==> src/rtl/rtcport_pkg.sv <==
package rtcport_pkg;
  localparam int BYTE_W = 8;
  localparam int PTR_W  = 4;

  typedef struct packed {
    logic             capture;
    logic [PTR_W-1:0] regSel;
  } portStrobe_t;
endpackage

==> src/rtl/rtcport_ctrl.sv <==
module rtcport_ctrl
  import rtcport_pkg::*;
#(
  parameter int TIME_REGS      = 7,
  parameter int RECOVER_CYCLES = 250000
) (
  input  logic              clk,
  input  logic              rstN,
  input  logic              powerGood,
  input  logic              busStart,
  input  logic              busStop,
  input  logic              addrMatch,
  input  logic              addrRead,
  input  logic              rxValid,
  input  logic [BYTE_W-1:0] rxData,
  input  logic              txReq,
  output logic              addrAck,
  output logic              wrEn,
  output logic [PTR_W-1:0]  wrAddr,
  output logic [BYTE_W-1:0] wrData,
  output portStrobe_t       strobe
);
  localparam int CTRL_IDX  = TIME_REGS;
  localparam int AUX_FIRST = TIME_REGS + 1;
  localparam int AUX_LAST  = TIME_REGS + 2;
  localparam int CNT_W     = $clog2(RECOVER_CYCLES + 1);

  logic [CNT_W-1:0] recoverCnt;
  logic             accessOk;
  logic [PTR_W-1:0] ptr, nextPtr, loadPtr;
  logic             sessActive, sessRead, needPtr;
  logic             readAdvance, advance;

  // access window
  assign accessOk = powerGood && (recoverCnt == CNT_W'(RECOVER_CYCLES));

  always_ff @(posedge clk) begin
    if (!rstN)                                   recoverCnt <= '0;
    else if (!powerGood)                         recoverCnt <= '0;
    else if (recoverCnt != CNT_W'(RECOVER_CYCLES)) recoverCnt <= recoverCnt + 1'b1;
  end

  // pointer stepping with two loops
  always_comb begin
    if (ptr == PTR_W'(CTRL_IDX) || ptr == PTR_W'(AUX_LAST)) nextPtr = '0;
    else                                                     nextPtr = ptr + 1'b1;
  end

  always_comb begin
    if (rxData > BYTE_W'(AUX_LAST)) loadPtr = '0;
    else                            loadPtr = rxData[PTR_W-1:0];
  end

  assign addrAck     = addrMatch && accessOk;
  assign wrEn        = accessOk && rxValid && sessActive && !sessRead && !needPtr;
  assign wrAddr      = ptr;
  assign wrData      = rxData;
  assign readAdvance = accessOk && txReq && sessActive && sessRead;
  assign advance     = wrEn || readAdvance;

  assign strobe.capture = busStart || busStop || (advance && nextPtr == '0);
  assign strobe.regSel  = ptr;

  always_ff @(posedge clk) begin
    if (!rstN) begin
      ptr        <= '0;
      sessActive <= 1'b0;
      sessRead   <= 1'b0;
      needPtr    <= 1'b0;
    end else if (!accessOk) begin
      sessActive <= 1'b0;
      needPtr    <= 1'b0;
    end else if (busStart || busStop) begin
      sessActive <= 1'b0;
      needPtr    <= 1'b0;
    end else if (addrMatch) begin
      sessActive <= 1'b1;
      sessRead   <= addrRead;
      needPtr    <= !addrRead;
    end else if (rxValid && sessActive && !sessRead && needPtr) begin
      ptr     <= loadPtr;
      needPtr <= 1'b0;
    end else if (advance) begin
      ptr <= nextPtr;
    end
  end

  p_ptr_range_r2: assert property (@(posedge clk) disable iff (!rstN)
    ptr <= PTR_W'(AUX_LAST));
  p_ctrl_wrap_r2: assert property (@(posedge clk) disable iff (!rstN)
    (advance && !busStart && !busStop && ptr == PTR_W'(CTRL_IDX)) |=> ptr == '0);
  p_aux_step_r2: assert property (@(posedge clk) disable iff (!rstN)
    (advance && !busStart && !busStop && ptr == PTR_W'(AUX_FIRST)) |=> ptr == PTR_W'(AUX_LAST));
  p_blocked_r8: assert property (@(posedge clk) disable iff (!rstN)
    !powerGood |-> (!addrAck && !wrEn));
  p_recover_r9: assert property (@(posedge clk) disable iff (!rstN)
    $rose(powerGood) |-> !addrAck);
endmodule

==> src/rtl/rtcport_data.sv <==
module rtcport_data
  import rtcport_pkg::*;
#(
  parameter int TIME_REGS = 7
) (
  input  logic                        clk,
  input  logic                        rstN,
  input  portStrobe_t                 strobe,
  input  logic [TIME_REGS*BYTE_W-1:0] liveTime,
  input  logic [BYTE_W-1:0]           ctrlReg,
  input  logic [BYTE_W-1:0]           trickleReg,
  input  logic [BYTE_W-1:0]           flagReg,
  output logic [BYTE_W-1:0]           txData
);
  localparam int CTRL_IDX = TIME_REGS;

  logic [BYTE_W-1:0] snapByte [TIME_REGS];

  for (genvar k = 0; k < TIME_REGS; k++) begin : g_snap
    always_ff @(posedge clk) begin
      if (!rstN)              snapByte[k] <= '0;
      else if (strobe.capture) snapByte[k] <= liveTime[k*BYTE_W +: BYTE_W];
    end

    p_capture_r5: assert property (@(posedge clk) disable iff (!rstN)
      strobe.capture |=> snapByte[k] == $past(liveTime[k*BYTE_W +: BYTE_W]));
    p_hold_r7: assert property (@(posedge clk) disable iff (!rstN)
      !strobe.capture |=> $stable(snapByte[k]));
  end

  always_comb begin
    txData = '0;
    if (int'(strobe.regSel) < TIME_REGS)            txData = snapByte[strobe.regSel];
    else if (int'(strobe.regSel) == CTRL_IDX)       txData = ctrlReg;
    else if (int'(strobe.regSel) == CTRL_IDX + 1)   txData = trickleReg;
    else if (int'(strobe.regSel) == CTRL_IDX + 2)   txData = flagReg;
  end
endmodule

==> src/rtl/rtcRegPort.sv <==
module rtcRegPort
  import rtcport_pkg::*;
#(
  parameter int TIME_REGS      = 7,
  parameter int RECOVER_CYCLES = 250000
) (
  input  logic                        clk,
  input  logic                        rstN,
  input  logic                        powerGood,
  input  logic                        busStart,
  input  logic                        busStop,
  input  logic                        addrMatch,
  input  logic                        addrRead,
  input  logic                        rxValid,
  input  logic [BYTE_W-1:0]           rxData,
  input  logic                        txReq,
  input  logic [TIME_REGS*BYTE_W-1:0] liveTime,
  input  logic [BYTE_W-1:0]           ctrlReg,
  input  logic [BYTE_W-1:0]           trickleReg,
  input  logic [BYTE_W-1:0]           flagReg,
  output logic                        addrAck,
  output logic [BYTE_W-1:0]           txData,
  output logic                        wrEn,
  output logic [PTR_W-1:0]            wrAddr,
  output logic [BYTE_W-1:0]           wrData
);
  portStrobe_t strobe;

  rtcport_ctrl #(.TIME_REGS(TIME_REGS), .RECOVER_CYCLES(RECOVER_CYCLES)) i_ctrl (
    .clk(clk), .rstN(rstN), .powerGood(powerGood),
    .busStart(busStart), .busStop(busStop),
    .addrMatch(addrMatch), .addrRead(addrRead),
    .rxValid(rxValid), .rxData(rxData), .txReq(txReq),
    .addrAck(addrAck), .wrEn(wrEn), .wrAddr(wrAddr), .wrData(wrData),
    .strobe(strobe)
  );

  rtcport_data #(.TIME_REGS(TIME_REGS)) i_data (
    .clk(clk), .rstN(rstN), .strobe(strobe),
    .liveTime(liveTime), .ctrlReg(ctrlReg), .trickleReg(trickleReg),
    .flagReg(flagReg), .txData(txData)
  );
endmodule

==> config.mk <==
export PLATFORM = sky130hd
export DESIGN_NAME = rtcRegPort
export DESIGN_NICKNAME = d
export VERILOG_FILES = /design/src/rtl/rtcport_pkg.sv /design/src/rtl/rtcport_ctrl.sv /design/src/rtl/rtcport_data.sv /design/src/rtl/rtcRegPort.sv
export SDC_FILE = /design/constraint.sdc
export NUM_CORES = 1
export LEC_CHECK = 0
export BUFFER_PORTS_ARGS = -buffer_cell sky130_fd_sc_hd__buf_2
export CAP_MARGIN = 20
export CORE_MARGIN = 4
export CORE_UTILIZATION = 49
export CTS_BUF_LIST = sky130_fd_sc_hd__clkbuf_8
export DETAILED_ROUTE_END_ITERATION = 6
export PLACE_DENSITY = 0.9
export SLEW_MARGIN = 40
export SYNTH_ARGS = -nofsm -noshare
export SYNTH_HDL_FRONTEND = slang
export SYNTH_SLANG_ARGS = --single-unit
==> constraint.sdc <==
create_clock -name clk -period 5.1 [get_ports clk]
set_clock_uncertainty 0.2 [all_clocks]
set_input_delay 0.765 -clock clk [delete_from_list [all_inputs] [get_ports clk]]
set_output_delay 0.765 -clock clk [all_outputs]
set_load 0.01 [all_outputs]
==> results.py, run 1 <==
metrics = {
    "setup_path": {
        "crit_path_cell_trace": "ha_1, nor4bb_2, a22o_1, a21oi_1, o21ai_0, buf_2",
        "rrSetupSlack_ns": 2.02,
        "critPathMaxFanout": 8,
        "crit_slowest_cell": "nor4bb_2",
        "crit_type": "reg -> out",
        "r2r_end": "i_data.snapByte[0][1]$_SDFFCE_PN0P_",
        "start_kind": "flop",
        "endpoint_kind": "output port",
        "cp-startpoint": "i_ctrl.wrAddr[0]$_SDFFE_PN0P_",
        "arrival_ns": 2.42,
        "cp_slowest_stage_delay_ns": 0.72,
        "required_ns": 4.14,
        "reg2reg_depth": 8,
        "reg2reg_from": "i_ctrl.wrAddr[0]$_SDFFE_PN0P_",
    },
    "timing": {
        "timing.final.crit_share_pct": 66.32,
        "drv_slew": 0,
        "setup_viol": 0,
        "worstMarginPinSlew_ns": 0.7545,
        "rsz0062_at_grt": "no",
        "hold_violations": 0,
        "fmax_mhz": 295.7,
        "relSlewSlack_pct": 48.98,
        "fin_crit_ns": 3.382,
        "finalSetupTns_ns": 0,
    },
    "synth": {
        "ys_top_cells_by_area": "edfxtp_1 39%, dfxtp_1 13%, and2_1 8.3%, mux2i_1 5.1%, mux4_2 4.2%",
        "synth-edff-count": 56,
        "ys_seq_area_share_pct": 51.88,
        "synth_top_area_share_pct": 38.91,
        "ys_types": 46,
        "avgSynthCellArea_um2": 11.31,
        "ys_warn_count": 0,
        "synth_top_area_cell": "edfxtp_1",
        "netlist_instances": 382,
        "synth-seq-cells": 84,
        "synth_fp_nets": 484,
        "synth-async-reset-ratio_pct": 0,
        "syn-cell-area_um2": 4322,
        "ys.flop_type": "edfxtp_1",
    },
    "min_path": {
        "holdPathStages": 2,
        "hold_path_end": "i_ctrl.sessRead$_SDFFE_PN0P_",
        "hold_class": "reg -> reg",
        "worstHoldStart": "i_ctrl.sessRead$_SDFFE_PN0P_",
    },
    "clock_tree": {
        "clk_pin_slew_ns": 0.08,
        "cts_sinks": 84,
        "holdBufCountCts": 0,
        "cts_setup_buffers": 0,
        "clk_path_buf_depth": 2,
        "cts_tree": "done",
        "insertion_delay_ns": 0.35,
        "numCtsBuffers": 9,
        "root_buffer": "clkbuf_8",
        "htreeDepth": 3,
        "ctsResizeCount": 0,
    },
    "cells_and_area": {
        "antenna_cells": 0,
        "syn2layout_area_growth_pct": 18.88,
        "fin_nets": 589,
        "post_layout_nonfiller_instances": 597,
        "utilization_pct": 61.29,
        "layout-drive-gt1-share_pct": 30.89,
    },
    "routing": {
        "avgRoutedWirePerCell_um": 15.92,
        "firstDrtPassIters": 4,
        "drtAntennaViolNets": 0,
        "wirelength_um": 9502,
        "post-route-drc-count": 0,
        "drtIter0Drc": 227,
        "vias_per_cell": 5.447,
        "num_vias": 3252,
    },
    "floorplanning": {
        "core_area_um2": 8382,
        "initial_core_util_pct": 51.56,
        "rows": 33,
        "die-area_um2": 10390,
        "die_h_um": 101.9,
        "io_pins": 119,
        "chipWidth_um": 101.9,
    },
    "global_routing": {
        "grt_first_pass_wirelength_um": 14660,
        "grt_max_degree": 57,
        "gr-total-overflow": 0,
        "antenna_found_initial": 0,
        "first_global_vias": 3169,
        "grt_usage_pct": 18.14,
    },
    "placement": {
        "port_buffers": 118,
        "dp_cells": 581,
        "place_congestion": 0.8141,
        "hpwl_um": 6998,
    },
    "status": {
        "status": "complete, no violations",
    },
    "power_and_ir_drop": {
        "p_leak_nw": 2.005,
        "p_per_area_nw_per_um2": 275.2,
        "peakVddDrop_mv": 0.1867,
        "finalPower_w": 0.001414,
    },
    "run": {
        "cap_violations": 0,
    },
}
## cell families after synthesis
kind of cell               Yosys count  synth area share (%)
AOI/OAI and AO/OA                   52                 7.933
xor gates and xnor gates            14                 2.837
adders and majority gates            5                 1.448
buffers and inverters               31                 4.198
DFF                                 84                 51.88
muxes                               32                 9.786
and+or+nand+nor                    164                 21.92
## per-layer routing
layer | GRT usage (%) | vias up | share of wire (%)
li1 | - | 1587 | -
met1 | 22.86 | 1525 | 41
met2 | 31.44 | 128 | 50
met3 | 3.686 | 12 | 7.6
met4 | 5.853 | 0 | 1.5
met5 | 0 | - | 0
## Yosys cell counts (all sizes together), types with 6 or more instances
cell / instances
nor2: 24
buf: 15
mux2i: 22
clkbuf: 11
and2: 57
xor2: 10
a21oi: 11
nand2b: 6
nand2: 26
mux4: 8
a22o: 9
dfxtp: 28
o21ai: 24
nand4: 6
nor2b: 7
edfxtp: 56
nand3: 7
## power breakdown
part | total, W | switching (W) | internal (W)
clock network | 0.000518 | 0.000240 | 0.000278
registers | 0.000779 | 0.0000124 | 0.000767
logic | 0.000117 | 0.0000559 | 0.0000609
total | 0.00141 | 0.000308 | 0.00111
## through the flow
stage                     instance area, um^2  setup WS (ns)  hold slack, ns
final                                    5137          1.718          0.3189
after global routing                     5137          1.563          0.3674
after CTS                                5136          1.727          0.3221
after global placement                   4907          1.945          0.2879
after detailed placement                 4915          2.012          0.3079
after floorplan                          4322         0.1566          0.2670
## cells in the final DEF, fill, tap and decap left out, types with 5 or more instances in the layout
cell and count:
a22o_1 9, mux4_2 8, ha_1 5, nor2_1 24
nand3_1 7, buf_2 118, edfxtp_1 56, nand2b_1 6
dfxtp_1 26, o21ai_0 24, nor2b_1 7, inv_1 5
nand2_1 26, a21oi_1 11, nand4_1 6, mux2i_1 22
clkbuf_8 9, and2_1 57, xor2_1 10
## registers in the layout, indices dropped and copies added (netlist names), named ones only
| signal | count |
|---|---|
| i_data.snapByte | 56 |
| i_ctrl.wrAddr | 4 |
| i_ctrl.recoverCnt | 18 |
| i_ctrl.needPtr | 1 |
| i_ctrl.sessActive | 1 |
| i_ctrl.sessRead | 1 |
## worst max-delay path, delay by kind of cell (launching register included)
| kind | cells | cell delay, ns |
|---|---|---|
| fa+ha+maj | 1 | 0.27 |
| simple gates | 1 | 0.72 |
| buf+inv | 1 | 0.17 |
| flops | 1 | 0.47 |
| compound gates | 3 | 0.44 |
## final cells by class
type | instances | area [um^2]
clock buffer | 9 | 123.9
clock inverter | 7 | 97.59
tap | 105 | 131.4
inverter | 5 | 18.77
multi-input combinational | 267 | 1916
timing repair buffer | 120 | 605.6
sequential | 84 | 2245
fill | 663 | 3244
## how the worst max path moves through the flow
stage / end / slack [ns] / cells after the start
finish: txData[7] / 1.72 / 6
global route: txData[7] / 1.56 / 7
CTS: txData[7] / 1.73 / 6
detailed placement: i_data.snapByte[5][5]$_SDFFCE_PN0P_ / 2.01 / 7
global placement: txData[7] / 1.94 / 7
floorplan: i_data.snapByte[0][0]$_SDFFCE_PN0P_ / 0.16 / 6
(Power assumes the default switching activity.)
==> run 2: changes to the inputs <==
==> constraint.sdc (replaced) <==
create_clock -name clk -period 3.1 [get_ports clk]
set_clock_uncertainty 0.2 [all_clocks]
set_input_delay 0.465 -clock clk [delete_from_list [all_inputs] [get_ports clk]]
set_output_delay 0.465 -clock clk [all_outputs]
set_load 0.01 [all_outputs]
==> results.py, run 2 (synthesis gave the netlist of run 1 again) <==
metrics = {
    "global_routing": {
        "grt_first_pass_wirelength_um": 14560,
        "grt_usage_pct": 17.85,
        "gr-total-overflow": 0,
        "antenna_found_initial": 0,
        "first_global_vias": 3238,
        "grt_max_degree": 57,
    },
    "routing": {
        "wl_met1_um": 3762,
        "drtAntennaViolNets": 0,
        "met3_length_um": 590,
        "wirelength_um": 9112,
        "firstDrtPassIters": 4,
        "top_layer_used": "met4",
        "avgRoutedWirePerCell_um": 15.19,
        "drtIter0Drc": 175,
        "vias_per_cell": 5.293,
        "num_vias": 3176,
        "met2WireLength_um": 4690,
        "post-route-drc-count": 0,
    },
    "clock_tree": {
        "insertion_delay_ns": 0.34,
        "ctsResizeCount": 0,
        "root_buffer": "clkbuf_8",
        "numCtsBuffers": 9,
        "clk_path_buf_depth": 2,
        "cts_tree": "done",
        "cts_setup_buffers": 0,
        "htreeDepth": 3,
        "holdBufCountCts": 0,
        "cts_sinks": 84,
        "clk_pin_slew_ns": 0.09,
    },
    "cells_and_area": {
        "layout-drive-gt1-share_pct": 32.32,
        "ff_latch_area_um2": 2250,
        "layout_commonest_cell": "buf_2",
        "antenna_cells": 0,
        "multi_input_area_um2": 1942,
        "post_layout_nonfiller_instances": 600,
        "max_flop_register": "i_data.snapByte",
        "fill_cells": 663,
        "syn2layout_area_growth_pct": 20.03,
        "largest_reg_flops": 56,
        "final_cell_mix": "118 x buf_2, 57 x and2_1, 56 x edfxtp_1",
        "fin_nets": 592,
    },
    "setup_path": {
        "critPathMaxFanout": 4,
        "required_ns": 2.43,
        "arrival_ns": 2.20,
        "endpoint_kind": "output port",
        "start_kind": "flop",
        "crit_type": "reg -> out",
    },
    "placement": {
        "hpwl_um": 6934,
        "port_buffers": 118,
        "place_congestion": 0.8116,
        "dp_cells": 584,
    },
    "min_path": {
        "hold_class": "in -> reg",
    },
    "timing": {
        "relSlewSlack_pct": 60.27,
        "drv_slew": 0,
        "worstMarginPinSlew_ns": 0.5952,
        "fmax_mhz": 349.4,
        "fin_crit_ns": 2.862,
        "rsz0062_at_grt": "no",
        "timing.final.crit_share_pct": 92.34,
        "hold_violations": 0,
        "setup_viol": 0,
    },
    "power_and_ir_drop": {
        "p_leak_nw": 2.026,
        "finalPower_w": 0.002267,
        "p_per_area_nw_per_um2": 437.1,
        "peakVddDrop_mv": 0.3122,
    },
    "floorplanning": {
        "core_area_um2": 8382,
        "die_h_um": 101.9,
        "die-area_um2": 10390,
        "chipWidth_um": 101.9,
        "io_pins": 119,
        "initial_core_util_pct": 51.56,
        "rows": 33,
    },
    "status": {
        "status": "complete, no violations",
    },
    "run": {
        "cap_violations": 0,
    },
}
-- run 2: worst paths after layout --
kind,from,to,slack [ns],depth (start not counted)
max,i_ctrl.recoverCnt[0]$_SDFFE_PN0P_,wrEn,0.24,8
min,busStart,i_ctrl.needPtr$_SDFFE_PP0P_,0.14,2
max reg2reg,i_ctrl.recoverCnt[0]$_SDFFE_PN0P_,i_data.snapByte[1][4]$_SDFFCE_PN0P_,0.42,8
min reg2reg,i_ctrl.sessRead$_SDFFE_PN0P_,i_ctrl.sessRead$_SDFFE_PN0P_,0.31,2
-- run 2: report_power, final --
part / total [W] / internal (W) / switching [W] / leakage (nW)
sequential: 0.00128 / 0.00126 / 0.0000177 / 0.856
clock: 0.000800 / 0.000387 / 0.000413 / 0.107
combinational: 0.000190 / 0.000101 / 0.0000891 / 1.06
-- run 2: layout make-up --
| class | count | area share, % |
|---|---|---|
| tap | 105 | 2.533 |
| inverter | 5 | 0.3618 |
| timing repair buffer | 123 | 12.35 |
| multi-input combinational | 267 | 37.43 |
| clock buffer | 9 | 2.388 |
| sequential | 84 | 43.37 |
| clock inverter | 7 | 1.568 |
-- run 2: worst max-delay path, stage by stage, from the launching register on --
cell and delay (ns):
dfxtp_1 0.34, inv_1 0.10, ha_1 0.17, or4b_1 0.46
nor4_2 0.17, and2_1 0.19, nand2_1 0.08, nor3_1 0.19
buf_2 0.16
-- run 2: through the flow --
stage / worst slack [ns] / setup TNS, ns / hold WS [ns] / utilization [%] / instance area (um^2)
CTS: 0.2051 / 0 / 0.1155 / 61.89 / 5187
detailed placement: 0.4354 / 0 / 0.2903 / 59.44 / 4982
floorplan: -1.690 / -94.67 / 0.2670 / - / 4362
finish: 0.2376 / 0 / 0.1368 / 61.89 / 5187
global placement: 0.5032 / 0 / 0.2914 / 59.44 / 4982
global route: 0.04083 / 0 / 0.1196 / 61.89 / 5187
-- run 2: routing by layer --
layer	vias up	track usage, %
met4	0	5.550
met2	110	32.09
met3	4	3.345
met5	-	0
li1	1592	-
met1	1470	21.75
